$ cat config.mk
export PLATFORM = sky130hd
export DESIGN_NAME = mem_bit_unit
export DESIGN_NICKNAME = d
export VERILOG_FILES = /design/src/rtl/mbu_pkg.sv /design/src/rtl/mbu_decode.sv /design/src/rtl/mbu_alu.sv /design/src/rtl/mbu_seq.sv /design/src/rtl/mem_bit_unit.sv
export SDC_FILE = /design/constraint.sdc
export NUM_CORES = 1
export LEC_CHECK = 0
export BUFFER_PORTS_ARGS = -buffer_cell sky130_fd_sc_hd__buf_2
export CELL_PAD_IN_SITES_DETAIL_PLACEMENT = 0
export CELL_PAD_IN_SITES_GLOBAL_PLACEMENT = 2
export CORE_MARGIN = 4
export CORE_UTILIZATION = 32
export DETAILED_ROUTE_END_ITERATION = 10
export PLACE_DENSITY = 0.84
export SETUP_SLACK_MARGIN = 0.3
export SYNTH_ARGS = -nofsm -noshare
export SYNTH_HDL_FRONTEND = slang
export SYNTH_HIERARCHICAL = 1
export SYNTH_SLANG_ARGS = --single-unit
$ cat constraint.sdc
create_clock -name clk -period 2.6 [get_ports clk]
set_input_delay 0.39 -clock clk [delete_from_list [all_inputs] [get_ports clk]]
set_output_delay 0.39 -clock clk [all_outputs]
set_load 0.05 [all_outputs]
$ cat src/rtl/mbu_pkg.sv
package mbu_pkg;
  typedef enum logic [3:0] {
    OP_AND  = 4'd0,
    OP_ANDN = 4'd1,
    OP_OR   = 4'd2,
    OP_ORN  = 4'd3,
    OP_XOR  = 4'd4,
    OP_LDC  = 4'd5,
    OP_STC  = 4'd6,
    OP_NOT  = 4'd7,
    OP_DPB  = 4'd8,
    OP_TSET = 4'd9,
    OP_TCLR = 4'd10
  } mbu_op_e;

  typedef enum logic [1:0] {
    S_IDLE  = 2'd0,
    S_READ  = 2'd1,
    S_CALC  = 2'd2,
    S_WRITE = 2'd3
  } mbu_state_e;
endpackage

$ cat src/rtl/mbu_decode.sv
module mbu_decode
  import mbu_pkg::*;
#(
  parameter int ADDR_W = 16,
  parameter int DATA_W = 8,
  localparam int IDX_W = $clog2(DATA_W),
  localparam int PK_AW = ADDR_W - IDX_W
) (
  input  logic [3:0]        op,
  input  logic [ADDR_W-1:0] operand,
  input  logic [IDX_W:0]    page_sel,
  output logic [ADDR_W-1:0] byte_addr,
  output logic [IDX_W-1:0]  bit_idx,
  output logic              dp_clear,
  output logic              need_wr
);
  logic packed_form;

  assign packed_form = (op[3] == 1'b0);

  always_comb begin
    if (packed_form) begin
      byte_addr = {{IDX_W{1'b0}}, operand[PK_AW-1:0]};
      bit_idx   = operand[ADDR_W-1 -: IDX_W];
    end else begin
      byte_addr = operand;
      bit_idx   = page_sel[IDX_W:1];
    end
  end

  assign dp_clear = page_sel[0];
  assign need_wr  = (op == OP_STC) || (op == OP_NOT) || (op == OP_DPB) ||
                    (op == OP_TSET) || (op == OP_TCLR);
endmodule

$ cat src/rtl/mbu_alu.sv
module mbu_alu
  import mbu_pkg::*;
#(
  parameter int DATA_W = 8,
  localparam int IDX_W = $clog2(DATA_W)
) (
  input  logic [3:0]        op,
  input  logic [IDX_W-1:0]  bit_idx,
  input  logic              dp_clear,
  input  logic              cin,
  input  logic [DATA_W-1:0] acc,
  input  logic [DATA_W-1:0] rdata,
  output logic [DATA_W-1:0] new_byte,
  output logic              new_carry,
  output logic              upd_nz,
  output logic              res_n,
  output logic              res_z
);
  logic [DATA_W-1:0] mask;
  logic [DATA_W-1:0] diff;
  logic              sel;

  assign mask = {{(DATA_W-1){1'b0}}, 1'b1} << bit_idx;
  assign sel  = rdata[bit_idx];
  assign diff = acc - rdata;

  always_comb begin
    new_byte  = rdata;
    new_carry = cin;
    upd_nz    = 1'b0;
    case (op)
      OP_AND:  new_carry = cin & sel;
      OP_ANDN: new_carry = cin & ~sel;
      OP_OR:   new_carry = cin | sel;
      OP_ORN:  new_carry = cin | ~sel;
      OP_XOR:  new_carry = cin ^ sel;
      OP_LDC:  new_carry = sel;
      OP_STC:  new_byte  = cin ? (rdata | mask) : (rdata & ~mask);
      OP_NOT:  new_byte  = rdata ^ mask;
      OP_DPB:  new_byte  = dp_clear ? (rdata & ~mask) : (rdata | mask);
      OP_TSET: begin
        new_byte = (rdata & ~acc) | acc;
        upd_nz   = 1'b1;
      end
      OP_TCLR: begin
        new_byte = rdata & ~acc;
        upd_nz   = 1'b1;
      end
      default: ;
    endcase
  end

  assign res_n = diff[DATA_W-1];
  assign res_z = (diff == '0);
endmodule

$ cat src/rtl/mbu_seq.sv
module mbu_seq
  import mbu_pkg::*;
(
  input  logic clk,
  input  logic rst,
  input  logic start,
  input  logic need_wr,
  output logic accept,
  output logic in_calc,
  output logic busy,
  output logic rd_o,
  output logic wr_o,
  output logic done_o
);
  mbu_state_e state;

  assign accept  = (state == S_IDLE) && start;
  assign in_calc = (state == S_CALC);
  assign busy    = (state != S_IDLE);

  always_ff @(posedge clk) begin
    if (rst) begin
      state  <= S_IDLE;
      rd_o   <= 1'b0;
      wr_o   <= 1'b0;
      done_o <= 1'b0;
    end else begin
      done_o <= 1'b0;
      case (state)
        S_IDLE: if (start) begin
          state <= S_READ;
          rd_o  <= 1'b1;
        end
        S_READ: begin
          rd_o  <= 1'b0;
          state <= S_CALC;
        end
        S_CALC: if (need_wr) begin
          state <= S_WRITE;
          wr_o  <= 1'b1;
        end else begin
          state  <= S_IDLE;
          done_o <= 1'b1;
        end
        default: begin
          wr_o   <= 1'b0;
          done_o <= 1'b1;
          state  <= S_IDLE;
        end
      endcase
    end
  end

  AST_RD_SINGLE:   assert property (@(posedge clk) disable iff (rst) rd_o |=> !rd_o);
  AST_RD_WR_EXCL:  assert property (@(posedge clk) disable iff (rst) !(rd_o && wr_o));
  AST_DONE_PULSE:  assert property (@(posedge clk) disable iff (rst) done_o |=> !done_o);
  AST_WR_AFTER_RD: assert property (@(posedge clk) disable iff (rst) $rose(wr_o) |-> $past(rd_o, 2));
  AST_RESET_QUIET: assert property (@(posedge clk) rst |=> (!rd_o && !wr_o && !done_o && !busy));
endmodule

$ cat src/rtl/mem_bit_unit.sv
module mem_bit_unit
  import mbu_pkg::*;
#(
  parameter int ADDR_W = 16,
  parameter int DATA_W = 8,
  localparam int IDX_W = $clog2(DATA_W)
) (
  input  logic              clk,
  input  logic              rst,
  input  logic              start,
  input  logic [3:0]        op,
  input  logic [ADDR_W-1:0] operand,
  input  logic [IDX_W:0]    page_sel,
  input  logic              carry_in,
  input  logic [DATA_W-1:0] acc,
  input  logic [DATA_W-1:0] mem_rdata,
  output logic [ADDR_W-1:0] mem_addr,
  output logic              mem_rd,
  output logic              mem_wr,
  output logic [DATA_W-1:0] mem_wdata,
  output logic              busy,
  output logic              done,
  output logic              carry_out,
  output logic              flag_n,
  output logic              flag_z
);
  logic [ADDR_W-1:0] dec_addr;
  logic [IDX_W-1:0]  dec_idx;
  logic              dec_clr, dec_wr;
  logic [3:0]        op_q;
  logic [IDX_W-1:0]  idx_q;
  logic              clr_q, wr_q, cin_q;
  logic [DATA_W-1:0] acc_q;
  logic              accept, in_calc;
  logic [DATA_W-1:0] alu_byte;
  logic              alu_c, alu_upd, alu_n, alu_z;

  mbu_decode #(.ADDR_W(ADDR_W), .DATA_W(DATA_W)) u_dec (
    .op(op), .operand(operand), .page_sel(page_sel),
    .byte_addr(dec_addr), .bit_idx(dec_idx), .dp_clear(dec_clr), .need_wr(dec_wr)
  );

  mbu_seq u_seq (
    .clk(clk), .rst(rst), .start(start), .need_wr(wr_q),
    .accept(accept), .in_calc(in_calc), .busy(busy),
    .rd_o(mem_rd), .wr_o(mem_wr), .done_o(done)
  );

  mbu_alu #(.DATA_W(DATA_W)) u_alu (
    .op(op_q), .bit_idx(idx_q), .dp_clear(clr_q), .cin(cin_q), .acc(acc_q),
    .rdata(mem_rdata), .new_byte(alu_byte), .new_carry(alu_c),
    .upd_nz(alu_upd), .res_n(alu_n), .res_z(alu_z)
  );

  always_ff @(posedge clk) begin
    if (rst) begin
      op_q      <= '0;
      idx_q     <= '0;
      clr_q     <= 1'b0;
      wr_q      <= 1'b0;
      cin_q     <= 1'b0;
      acc_q     <= '0;
      mem_addr  <= '0;
      mem_wdata <= '0;
      carry_out <= 1'b0;
      flag_n    <= 1'b0;
      flag_z    <= 1'b0;
    end else if (accept) begin
      op_q     <= op;
      idx_q    <= dec_idx;
      clr_q    <= dec_clr;
      wr_q     <= dec_wr;
      cin_q    <= carry_in;
      acc_q    <= acc;
      mem_addr <= dec_addr;
    end else if (in_calc) begin
      mem_wdata <= alu_byte;
      carry_out <= alu_c;
      if (alu_upd) begin
        flag_n <= alu_n;
        flag_z <= alu_z;
      end
    end
  end

  AST_WR_STORE_OPS: assert property (@(posedge clk) disable iff (rst)
    mem_wr |-> (op_q inside {OP_STC, OP_NOT, OP_DPB, OP_TSET, OP_TCLR}));
  AST_WR_SAME_ADDR: assert property (@(posedge clk) disable iff (rst)
    mem_wr |-> (mem_addr == $past(mem_addr, 2)));
  AST_NZ_HOLD: assert property (@(posedge clk) disable iff (rst)
    (done && !(op_q inside {OP_TSET, OP_TCLR})) |-> ($stable(flag_n) && $stable(flag_z)));
endmodule

* After elaboration in Yosys (flattened, before gate mapping)
Index checks and enable logic that the tools add are counted.
** Cells by class
- Add/subtract/negate cells :: 1
- $mul :: 0
- Div/mod/pow operators :: 0
- Order comparisons :: 1
- Eq/ne operators :: 19
- Shift-type cells :: 1
- Mux-type cells :: 18
- Bitwise gates (word level) :: 15
- Reductions and logical operators :: 16
** Operators by type and width (count)
- $pmux 8 s5 :: 1
- $eq 4x3->1 const B :: 6
- $eq 4x4->1 const B :: 6
- $and 8x8->8 :: 2
- $mux 16 :: 1
- $mux 8 :: 2
- $not 8->8 :: 2
- $or 8x8->8 :: 2
- $eq 4x2->1 const B :: 2
- $logic_not 8->1 :: 1
- $shl 1x3->8 const A :: 1
- $sub 8x8->8 :: 1
- $xor 8x8->8 :: 1
- $pmux 1 s2 :: 3
- $pmux 1 s6 :: 1
- $pmux 2 s3 :: 1
- $reduce_and 2->1 :: 3
- $mux 1 :: 5
- $eq 4x1->1 const B :: 1
- $logic_not 4->1 :: 1
- $logic_or 1x1->1 :: 4
- $lt 3x4->1 const B :: 1
- $mux 2 :: 2
- $ne 2x2->1 const B :: 2
- 13 further kinds :: 19
** Word-level totals
- Bits in registers :: 50
- Latch bits :: 0
- Memory bits (writable) :: 0
- Memory bits (read-only) :: 0
- Bits of input ports :: 44
- Output and inout port bits :: 31
- Logic and storage cells :: 86
- Memories :: 0

* Longest topological paths before layout
- Depth in word-level cells :: 5
- Depth in mapped cells :: 11
- Gate-level depth less buffers :: 11

* By module
The synthesis kept the hierarchy.
** Modules (own cells, without submodules)
- mem_bit_unit :: instances 1, cells an instance 160, area an instance 1684.1 sq um, sequential area each 900.9 sq um
- mbu_alu :: instances 1, cells an instance 192, area an instance 1262.5 sq um, sequential area each 0.0 sq um
- mbu_decode :: instances 1, cells an instance 24, area an instance 200.2 sq um, sequential area each 0.0 sq um
- mbu_seq :: instances 1, cells an instance 20, area an instance 187.7 sq um, sequential area each 100.1 sq um

* Worst setup path before layout
OpenSTA, ideal clock, no wires.
- Path kind :: input to register
- Start :: input mem_rdata[0]
- End :: register flag_z
- Setup time :: 70 ps
- Data arrival time :: 2222 ps
- Data required time :: 2530 ps
- Path slack :: 308 ps
- Stages :: 9
- Path buffers :: 0
- Path through :: ha_1 fa_1 o21bai_2 a21oi_2 o31ai_2 or4b_1 a21oi_1 nand3_1 a21oi_1
** Between the ends
- Cells in the longest elaborated chain, start to end :: 2
** RTL lines
- start, declared :: line mem_bit_unit.sv:16 : input logic [DATA_W-1:0] mem_rdata,
- $sub 8x8->8 :: line mbu_alu.sv:25 : assign diff = acc - rdata;
- $logic_not 8->1 :: line mbu_alu.sv:54 : assign res_z = (diff == '0);
- named net alu_z :: line mem_bit_unit.sv:36 : logic alu_c, alu_upd, alu_n, alu_z;
- end signal, assigned :: line mem_bit_unit.sv:81 : flag_z <= alu_z;
- end, declared :: line mem_bit_unit.sv:25 : output logic flag_z
The timed path passes the listed nets, and every way through them passes these cells.
A chain may end at the register's enable or synchronous reset.

* Final worst setup path
- Start :: register acc_q[0]
- End :: register flag_z
** Between the ends
- Cells in the longest elaborated chain, start to end :: 2
** RTL lines
- start, declared :: line mem_bit_unit.sv:33 : logic [DATA_W-1:0] acc_q;
- start signal, assigned :: line mem_bit_unit.sv:62 : acc_q <= '0;
- start signal, assigned :: line mem_bit_unit.sv:74 : acc_q <= acc;
- $sub 8x8->8 :: line mbu_alu.sv:25
- $logic_not 8->1 :: line mbu_alu.sv:54
- named net alu_z :: line mem_bit_unit.sv:36
The timed path passes the listed nets, and every way through them passes these cells.

==> flow_summary.json <==
{
  "worstSetupEndpointType": "flip-flop",
  "clk_pin_slew_ps": 100,
  "mostFrequentLayoutCells": "74 x buf_2, 62 x nor2_1, 46 x dfxtp_1, 35 x mux2i_1, 23 x nand2_1",
  "port_buffers": 74,
  "gp_congestion": 0.857,
  "comb_power_share_pct": 28.7,
  "wl_um": 8490,
  "die_area_um2": 12100,
  "outcome": "complete, no violations",
  "grt_pass1_vias": 2733,
  "synthToLayoutAreaGrowth_pct": 16.0,
  "io_pins": 75,
  "worstPathArrival_ps": 2480,
  "grt_use_met1_pct": 19.2,
  "fin_setup_tns_ps": 0,
  "num_rows": 37,
  "rsz0062_at_grt": "true",
  "overflow": 0,
  "hold_path_class": "in2reg",
  "n_antenna_cell": 0,
  "finalClockSkew_ps": 4.89,
  "max_slew_margin_pct": 53.1,
  "fin_area_um2": 3870,
  "cts_htree_levels": 2,
  "swShare_pct": 34.7,
  "power_frac_seq_pct": 46.5,
  "hold_buffers": 0,
  "synth_cells": 396,
  "max_freq_mhz": 445,
  "intPower_mw": 1.20,
  "use_met2_pct": 23.5,
  "syn_nets": 463,
  "drcViolationCount": 0,
  "fin_util_pct": 37.8,
  "avgSynthCellArea_um2": 8.42,
  "nets": 521,
  "insertion_delay_ps": 300,
  "die_w_um": 110,
  "setup_viol": 0,
  "ys.flop_type": "dfxtp_1",
  "regArea_um2": 1010,
  "initial_core_util_pct": 32.6,
  "worstHoldStart": "operand[1]",
  "synth-seq-area-share_pct": 30.0,
  "p_clk_share_pct": 24.8,
  "cts_tree": "yes",
  "first_pass_iters": 4,
  "start_kind": "flip-flop",
  "cp_max_fo": 2,
  "drive_above_1_share_pct": 32.2,
  "synthArstFlopShare_pct": 0,
  "place_area_um2": 3690,
  "crit_type": "reg2reg",
  "grt_pass1_wl_um": 13600,
  "vias_per_cell": 4.78,
  "clk_path_buf_depth": 2,
  "ys_seq_elements": 50,
  "yosysWarnings": 6,
  "regToRegSetupSlack_ps": 350,
  "die_y_um": 110,
  "hold_ws_ps": 321,
  "cts-root-buf": "clkbuf_8",
  "ys_types": 60,
  "vias": 2821,
  "drtIter0Drc": 169,
  "routedWlPerCell_um": 14.4,
  "numCtsBuffers": 5,
  "grt_max_degree": 32,
  "netlist_area_um2": 3330,
  "tightestPinTransition_ps": 703,
  "drtAntennaViolNets": 0,
  "finalCritPeriodShare_pct": 86.4,
  "antenna_found_initial": 0,
  "hold-path-cell-count": 3,
  "peakVddDrop_mv": 0.212,
  "p_switching_mw": 0.638,
  "fillCellCount": 1098,
  "finalMaxSlewViolations": 0,
  "grt_use_met3_pct": 3.15,
  "period_minus_slack_ps": 2250,
  "place_hpwl_um": 6430,
  "grt.total_usage_pct": 14.3,
  "cts.sinks": 50,
  "multi_input_area_um2": 2040,
  "finalHoldViolCount": 0,
  "final_common_cell": "buf_2",
  "core_area_um2": 10200,
  "maxCapViolCount": 0,
  "timing.rr.end": "flag_z$_SDFFE_PP0P_",
  "pwr_density_cell_nw_per_um2": 476,
  "synth_edf_count": 0,
  "p_leak_nw": 1.68,
  "hold_end": "mem_addr[1]$_SDFFE_PP0P_",
  "cp_data_required_time_ps": 2830,
  "reg2reg_from": "acc_q[0]$_SDFFE_PP0P_",
  "grt.busiest_layer": "met2",
  "reg2reg_depth": 10
}
==> cell families after synthesis <==
logic type               Yosys count  synth area share, %
buffers and inverters             62                 10.5
AO/OA/AOI/OAI                     79                 16.8
AND/OR/NAND/NOR                  136                 19.7
XOR/XNOR                           7                 1.84
multiplexers                      39                 12.2
adder cells (fa/ha/maj)           23                 8.86
flip-flops                        50                 30.0
==> power by group through the flow <==
stage	clock, mW	sequential (mW)	combinational [mW]
CTS	0.484	0.854	0.522
detailed placement	0	0.872	0.504
finish	0.457	0.854	0.528
floorplan	0	0.922	0.333
global placement	0	0.870	0.500
global route	0.512	0.864	0.581
==> Yosys cell counts, types with 5 or more instances <==
library cell  count  area, µm²
buf_2             7       35.0
dfxtp_1          50       1000
a21oi_1          21        105
nand3_1           8       40.0
nor2_1           62        233
buf_4            15        113
mux2i_1          35        350
o211ai_1          9       67.6
inv_1            23       86.3
ha_1             22        275
nand2_1          23       86.3
buf_6             7       78.8
o21ai_1           7       35.0
nor2b_1           7       43.8
o21ai_0           5       25.0
a21oi_2          13        114
nand2_2           9       56.3
==> critical path, stage by stage (launching register included) <==
cell	delay, ps
dfxtp_2	350
inv_2	50
ha_4	150
fa_2	370
o21bai_4	140
a21oi_4	80
o31ai_4	200
or4b_4	490
a21oi_2	150
nand3_1	70
a21oi_1	130
==> through the flow <==
| step | setup slack, ps | power [mW] | instances |
|---|---|---|---|
| global placement | 92.3 | 1.37 | 579 |
| detailed placement | 40.8 | 1.38 | 579 |
| floorplan | 308 | 1.26 | 396 |
| global route | 260 | 1.96 | 590 |
| finish | 354 | 1.84 | 590 |
| CTS | 234 | 1.86 | 589 |
==> worst max-delay path by stage <==
stage	end	from	slack [ps]	cells past startpoint
floorplan	flag_z$_SDFFE_PP0P_	mem_rdata[0]	310	9
global route	flag_z$_SDFFE_PP0P_	acc_q[0]$_SDFFE_PP0P_	260	10
detailed placement	flag_z$_SDFFE_PP0P_	mem_rdata[0]	40	10
CTS	flag_z$_SDFFE_PP0P_	acc_q[0]$_SDFFE_PP0P_	230	10
finish	flag_z$_SDFFE_PP0P_	acc_q[0]$_SDFFE_PP0P_	350	10
global placement	flag_z$_SDFFE_PP0P_	mem_rdata[0]	90	10
==> layer usage <==
metal  part of all wire [%]  routed length [µm]
met1                     46                3930
met2                     47                3970
met3                    6.0                 513
met4                   0.82                  70
met5                      0                   0
==> layout make-up <==
class / count / area share (%)
inverters: 26 / 2.52
well taps: 136 / 4.40
multi-input cells: 284 / 52.8
repair buffers: 87 / 12.1
clock inverters: 2 / 0.356
flip-flops and latches: 50 / 26.0
clock buffers: 5 / 1.78
==> registers in the layout, indices dropped and copies added (netlist names), 2 cells and up <==
name         cells
acc_q            8
mem_wdata        8
u_seq/state      2
idx_q            3
mem_addr        16
op_q             4
==> repair_timing <==
item                       4_1_cts  5_1_grt
buffers inserted                 3        1
pin swaps                        7        4
gates resized for setup          9        9
setup endpoints to repair        1        2
No activity file was read; power rests on OpenSTA's default activity.
